**src/rtl/tpio_pkg.sv**
```systemverilog
package tpio_pkg;

    localparam int REG_W = 32;

    localparam logic [2:0] FN_OFF     = 3'd0;
    localparam logic [2:0] FN_CAPTURE = 3'd1;
    localparam logic [2:0] FN_COMPARE = 3'd2;
    localparam logic [2:0] FN_PWM     = 3'd3;
    localparam logic [2:0] FN_GPIO    = 3'd4;

    localparam logic ADDR_MODE   = 1'b0;
    localparam logic ADDR_STATUS = 1'b1;

    typedef struct packed {
        logic [2:0] fn;
        logic [1:0] drive;
        logic       irq_en;
        logic       od;
        logic [1:0] edg;
    } mode_t;

    function automatic mode_t unpack_mode(input logic [REG_W-1:0] w);
        mode_t m;
        m.fn     = w[2:0];
        m.drive  = w[5:4];
        m.irq_en = w[8];
        m.od     = w[9];
        m.edg    = w[17:16];
        return m;
    endfunction

    function automatic logic [REG_W-1:0] pack_mode(input mode_t m);
        logic [REG_W-1:0] w;
        w        = '0;
        w[2:0]   = m.fn;
        w[5:4]   = m.drive;
        w[8]     = m.irq_en;
        w[9]     = m.od;
        w[17:16] = m.edg;
        return w;
    endfunction

    function automatic logic [REG_W-1:0] pack_status(input logic level, input logic flag);
        logic [REG_W-1:0] w;
        w    = '0;
        w[8] = level;
        w[0] = flag;
        return w;
    endfunction

endpackage

```
**src/rtl/tpio_edge.sv**
```systemverilog
module tpio_edge
    import tpio_pkg::*;
#(
    parameter int SYNC_STAGES = 2
) (
    input  logic       clk,
    input  logic       rst,
    input  logic       pin_raw,
    input  logic       capture_en,
    input  logic [1:0] edg_sel,
    output logic       level,
    output logic       edge_pulse
);
    localparam int LAST = SYNC_STAGES - 1;

    logic [SYNC_STAGES-1:0] chain;
    logic                   prev;
    logic                   rise;
    logic                   fall;

    generate
        for (genvar i = 0; i < SYNC_STAGES; i++) begin : g_sync
            if (i == 0) begin : g_first
                always_ff @(posedge clk) begin
                    if (rst) chain[0] <= 1'b0;
                    else     chain[0] <= pin_raw;
                end
            end else begin : g_next
                always_ff @(posedge clk) begin
                    if (rst) chain[i] <= 1'b0;
                    else     chain[i] <= chain[i-1];
                end
            end
        end
    endgenerate

    always_ff @(posedge clk) begin
        if (rst) prev <= 1'b0;
        else     prev <= chain[LAST];
    end

    assign level = chain[LAST];

    always_comb begin
        rise       = level & ~prev;
        fall       = ~level & prev;
        edge_pulse = capture_en & ((edg_sel[0] & rise) | (edg_sel[1] & fall));
    end

endmodule

```
**src/rtl/tpio_regs.sv**
```systemverilog
module tpio_regs
    import tpio_pkg::*;
(
    input  logic             clk,
    input  logic             rst,
    input  logic             wr_en,
    input  logic             wr_addr,
    input  logic [REG_W-1:0] wr_data,
    input  logic             rd_addr,
    input  logic             edge_pulse,
    input  logic             pin_level,
    output mode_t            mode,
    output logic             flag,
    output logic [REG_W-1:0] rd_data
);
    logic clr_req;

    assign clr_req = wr_en && (wr_addr == ADDR_STATUS) && (|wr_data[3:0]);

    always_ff @(posedge clk) begin
        if (rst) begin
            mode <= '0;
            flag <= 1'b0;
        end else begin
            if (wr_en && wr_addr == ADDR_MODE)
                mode <= unpack_mode(wr_data);
            flag <= edge_pulse | (flag & ~clr_req);
        end
    end

    always_comb begin
        if (rd_addr == ADDR_MODE) rd_data = pack_mode(mode);
        else                      rd_data = pack_status(pin_level, flag);
    end

    // a new flag must come from a detected edge
    p_flag_cause_r7: assert property (@(posedge clk) disable iff (rst)
        (!$past(flag) && flag) |-> $past(edge_pulse));

    // a clearing write with no edge drops the flag
    p_clear_r11: assert property (@(posedge clk) disable iff (rst)
        $past(clr_req && !edge_pulse) |-> !flag);

    // an edge always leaves the flag set, even against a clear
    p_set_wins_r12: assert property (@(posedge clk) disable iff (rst)
        $past(edge_pulse) |-> flag);

endmodule

```
**src/rtl/tpio_pad.sv**
```systemverilog
module tpio_pad
    import tpio_pkg::*;
(
    input  logic  clk,
    input  logic  rst,
    input  mode_t mode,
    output logic  pin_out,
    output logic  pin_oe
);
    logic gpio_drive;

    always_comb begin
        gpio_drive = (mode.fn == FN_GPIO) && mode.drive[1];
        pin_oe     = gpio_drive && !(mode.od && mode.drive[0]);
        pin_out    = pin_oe && !mode.od && mode.drive[0];
    end

    // the output is enabled only by GPIO with a driving code
    p_oe_gpio_r3: assert property (@(posedge clk) disable iff (rst)
        pin_oe |-> (mode.fn == FN_GPIO && mode.drive[1]));

    // open-drain never drives a high level
    p_od_low_r4: assert property (@(posedge clk) disable iff (rst)
        (pin_oe && mode.od) |-> !pin_out);

endmodule

```
**src/rtl/tpio_unit.sv**
```systemverilog
module tpio_unit
    import tpio_pkg::*;
#(
    parameter int SYNC_STAGES = 2
) (
    input  logic             clk,
    input  logic             rst,
    input  logic             wr_en,
    input  logic             wr_addr,
    input  logic [REG_W-1:0] wr_data,
    input  logic             rd_addr,
    output logic [REG_W-1:0] rd_data,
    input  logic             pin_in,
    output logic             pin_out,
    output logic             pin_oe,
    output logic             irq
);
    mode_t mode;
    logic  flag;
    logic  level;
    logic  edge_pulse;
    logic  capture_en;

    assign capture_en = (mode.fn == FN_CAPTURE);

    tpio_edge #(.SYNC_STAGES(SYNC_STAGES)) u_edge (
        .clk        (clk),
        .rst        (rst),
        .pin_raw    (pin_in),
        .capture_en (capture_en),
        .edg_sel    (mode.edg),
        .level      (level),
        .edge_pulse (edge_pulse)
    );

    tpio_regs u_regs (
        .clk        (clk),
        .rst        (rst),
        .wr_en      (wr_en),
        .wr_addr    (wr_addr),
        .wr_data    (wr_data),
        .rd_addr    (rd_addr),
        .edge_pulse (edge_pulse),
        .pin_level  (level),
        .mode       (mode),
        .flag       (flag),
        .rd_data    (rd_data)
    );

    tpio_pad u_pad (
        .clk     (clk),
        .rst     (rst),
        .mode    (mode),
        .pin_out (pin_out),
        .pin_oe  (pin_oe)
    );

    assign irq = flag & mode.irq_en;

    // capture mode keeps the pad an input
    p_capture_input_r5: assert property (@(posedge clk) disable iff (rst)
        (mode.fn == FN_CAPTURE) |-> !pin_oe);

endmodule

```
**config.mk**
```make
export PLATFORM = sky130hd
export DESIGN_NAME = tpio_unit
export DESIGN_NICKNAME = d
export VERILOG_FILES = /design/src/rtl/tpio_pkg.sv /design/src/rtl/tpio_edge.sv /design/src/rtl/tpio_regs.sv /design/src/rtl/tpio_pad.sv /design/src/rtl/tpio_unit.sv
export SDC_FILE = /design/constraint.sdc
export NUM_CORES = 1
export LEC_CHECK = 0
export BUFFER_PORTS_ARGS = -buffer_cell sky130_fd_sc_hd__buf_4
export CAP_MARGIN = 20
export CORE_MARGIN = 1.5
export CORE_UTILIZATION = 35
export DETAILED_ROUTE_END_ITERATION = 10
export PLACE_DENSITY = 0.86
export SLEW_MARGIN = 20
export SYNTH_ARGS = -nofsm -noshare
export SYNTH_HDL_FRONTEND = slang
export SYNTH_HIERARCHICAL = 1
export SYNTH_SLANG_ARGS = --single-unit
```
**constraint.sdc**
```tcl
create_clock -name clk -period 1.3 [get_ports clk]
set_clock_uncertainty 0.1 [all_clocks]
set_input_delay 0.39 -clock clk [delete_from_list [all_inputs] [get_ports clk]]
set_output_delay 0.39 -clock clk [all_outputs]
set_load 0.1 [all_outputs]
```
==> metrics <==
outcome finished with violations; failing checks negative setup slack; CTS tree done; Final Cycle Share 1.39; fmax 555 MHz; Final min period 1.80 ns; synth-to-layout area growth 75.7%; Required @ worst endpoint 0.81 ns; routed length per placed instance 11.9 um; Worst Hold Class in -> reg; Yosys cell types 19; cell count after synthesis 94; clock-pin slew on the worst setup and hold paths 0.08 ns; most common cell in the netlist buf_4; fill cell count 161; max-cap violation count 0; Die Y 49.6 um; initial DRC count 10; routability-driven placement congestion ratio 0.721; Clock Path Buffers 2; share of layout cells above drive strength 1 0.518; largest net degree at the start of global routing 14; critical setup path kind reg -> out; post-route ant nets 0; grt total ovfl 0; Startpoint Class register; GR Util All Layers 0.153; die area 2460 um^2; global-route wire length before repair 2860 um; syn_area_per_cell 8.09 um^2; Ys Warns 6; Initial Util 0.380; CP Capture Type output port; WL final 1950 um; antenna violations before repair 0; Synth Flop Type dfxtp_1; Final Cell Area 1340 um^2; core area 2000 um^2; Multi-input gate area 493 um^2; Fin. Hold Viols 0; number of buffers created by CTS 3; DRC Markers 0; chip width 49.6 um; vias in the first global route 613; Yosys reg bits 13; crit path DAT 1.31 ns; EDFF count, synth 0; top cells by area, synth dfxtp_1 (34%), buf_4 (24%), nand2_1 (9.9%); # rows 16; final setup margin -0.503 ns; RSZ-0062 raised after global routing true; Mapped Area 761 um^2; DP Wirelength 1320 um; clock sinks 13; sequential cell area 280 um^2; Via density 4.31; pwr dens 918 nW/um^2; placed cell area 1070 um^2; Vias 707; # nets final 176; Ant. Diodes 0; 1st-pass router iterations 4; post-synth top area share 0.342; final setup fails 13; Leak Pwr 0.583 nW; synth cell count leaders buf_4 (24), nand2_1 (20), dfxtp_1 (13), a21oi_1 (11), nor2b_1 (8); sequential area share after synthesis 0.342; Synth area leader dfxtp_1; post-synthesis async set-or-reset flop share 0; CTS Root Buffer Type clkbuf_4; Clock Latency Late Sink 0.27 ns; Crit Path Max Fanout 2; Worst VDD drop 0.644 mV; dpl ws -0.321 ns; Final Slew Violations 0; IO buf count 27; CTS H-tree lvls 1; I/O pin count 73
==> flip-flops by register name, summed over array words and instances, names as in the netlist <==
name	count
u_regs/flag	1
u_edge/level	1
u_regs/mode	9
u_edge/prev	1
u_edge/chain	1
==> area by class of cell <==
| class | count | area share |
|---|---|---|
| repair buffers | 43 | 0.374 |
| multi-input cells | 76 | 0.369 |
| flip-flops and latches | 13 | 0.210 |
| well taps | 27 | 0.0253 |
| clock buffers | 4 | 0.0197 |
| inverters | 1 | 0.00281 |
==> metal layers <==
layer  vias up  track usage  wire length (um)
met3         0       0.0273               123
met2        39        0.296              1140
met4         0       0.0417                 0
met1       328        0.168               692
li1        340            -                 -
met5         -            0                 0
==> path summary, 6_finish.rpt <==
kind                                                   from                    endpoint  slack, ns  cells after the start
worst max-delay path            u_regs/mode[7]$_SDFFE_PP0P_                     pin_out      -0.50                      3
worst min-delay path                                 pin_in  u_edge/chain[0]$_SDFF_PP0_       0.22                      2
worst max register to register  u_regs/mode[7]$_SDFFE_PP0P_      u_regs/flag$_SDFF_PP0_      -0.12                      8
worst min register to register   u_edge/chain[0]$_SDFF_PP0_     u_edge/level$_SDFF_PP0_       0.35                      1
==> where the power goes <==
part | switching, mW | leakage (nW) | total (mW) | internal (mW)
Clock | 0.130 | 0.0150 | 0.249 | 0.119
Combinational | 0.421 | 0.457 | 0.550 | 0.129
Sequential | 0.0147 | 0.112 | 0.428 | 0.413
Total | 0.566 | 0.583 | 1.23 | 0.661
==> placed cells by master, fill, tap and decap left out <==
cell type	instances
mux2_4	2
buf_4	24
buf_6	7
nor4_1	1
nand2b_1	1
and2b_2	1
nor3b_4	2
clkbuf_1	1
nand4bb_4	1
o21ai_0	1
nor2b_1	1
and2b_1	2
conb_1	23
nor2b_4	7
clkbuf_4	3
a21oi_1	10
nand4b_1	2
a21oi_4	1
dfxtp_2	7
dfxtp_4	3
inv_1	1
buf_12	12
dfxtp_1	3
nand2_1	20
and2_4	1
==> worst max-delay path, stage by stage (launching register included) <==
cell and delay [ns]:
dfxtp_2 0.33, nand4bb_4 0.27, nor3b_4 0.24, buf_12 0.20
==> per-stage QoR <==
step	util	hold slack [ns]	total power, mW	setup TNS [ns]	instances
floorplan	-	0.311	0.899	-1.54	116
global placement	0.534	0.315	0.928	-2.66	154
detailed placement	0.534	0.338	0.933	-2.77	154
CTS	0.658	0.209	1.22	-3.33	162
global route	0.668	0.216	1.26	-3.67	164
finish	0.668	0.218	1.23	-3.26	164
==> cells by family (layout without fill, tap and decap cells) <==
kind of cell | Yosys count | after routing | share of synthesized area
AND/OR/NAND/NOR | 39 | 39 | 0.291
buffers and inverters | 27 | 48 | 0.253
flip-flops | 13 | 13 | 0.342
AO/OA/AOI/OAI | 12 | 12 | 0.0789
multiplexers | 2 | 2 | 0.0296
other | 1 | 23 | 0.00493
==> repair_timing <==
item                                    4_1_cts  5_1_grt
setup buffers                                 4        6
endpoints found under the setup margin       12       13
pin swaps                                     5        1
cloned                                        0        0
resized for setup                            50        4
hold buffers                                  0        0
Power figures use the tool's default switching activity.
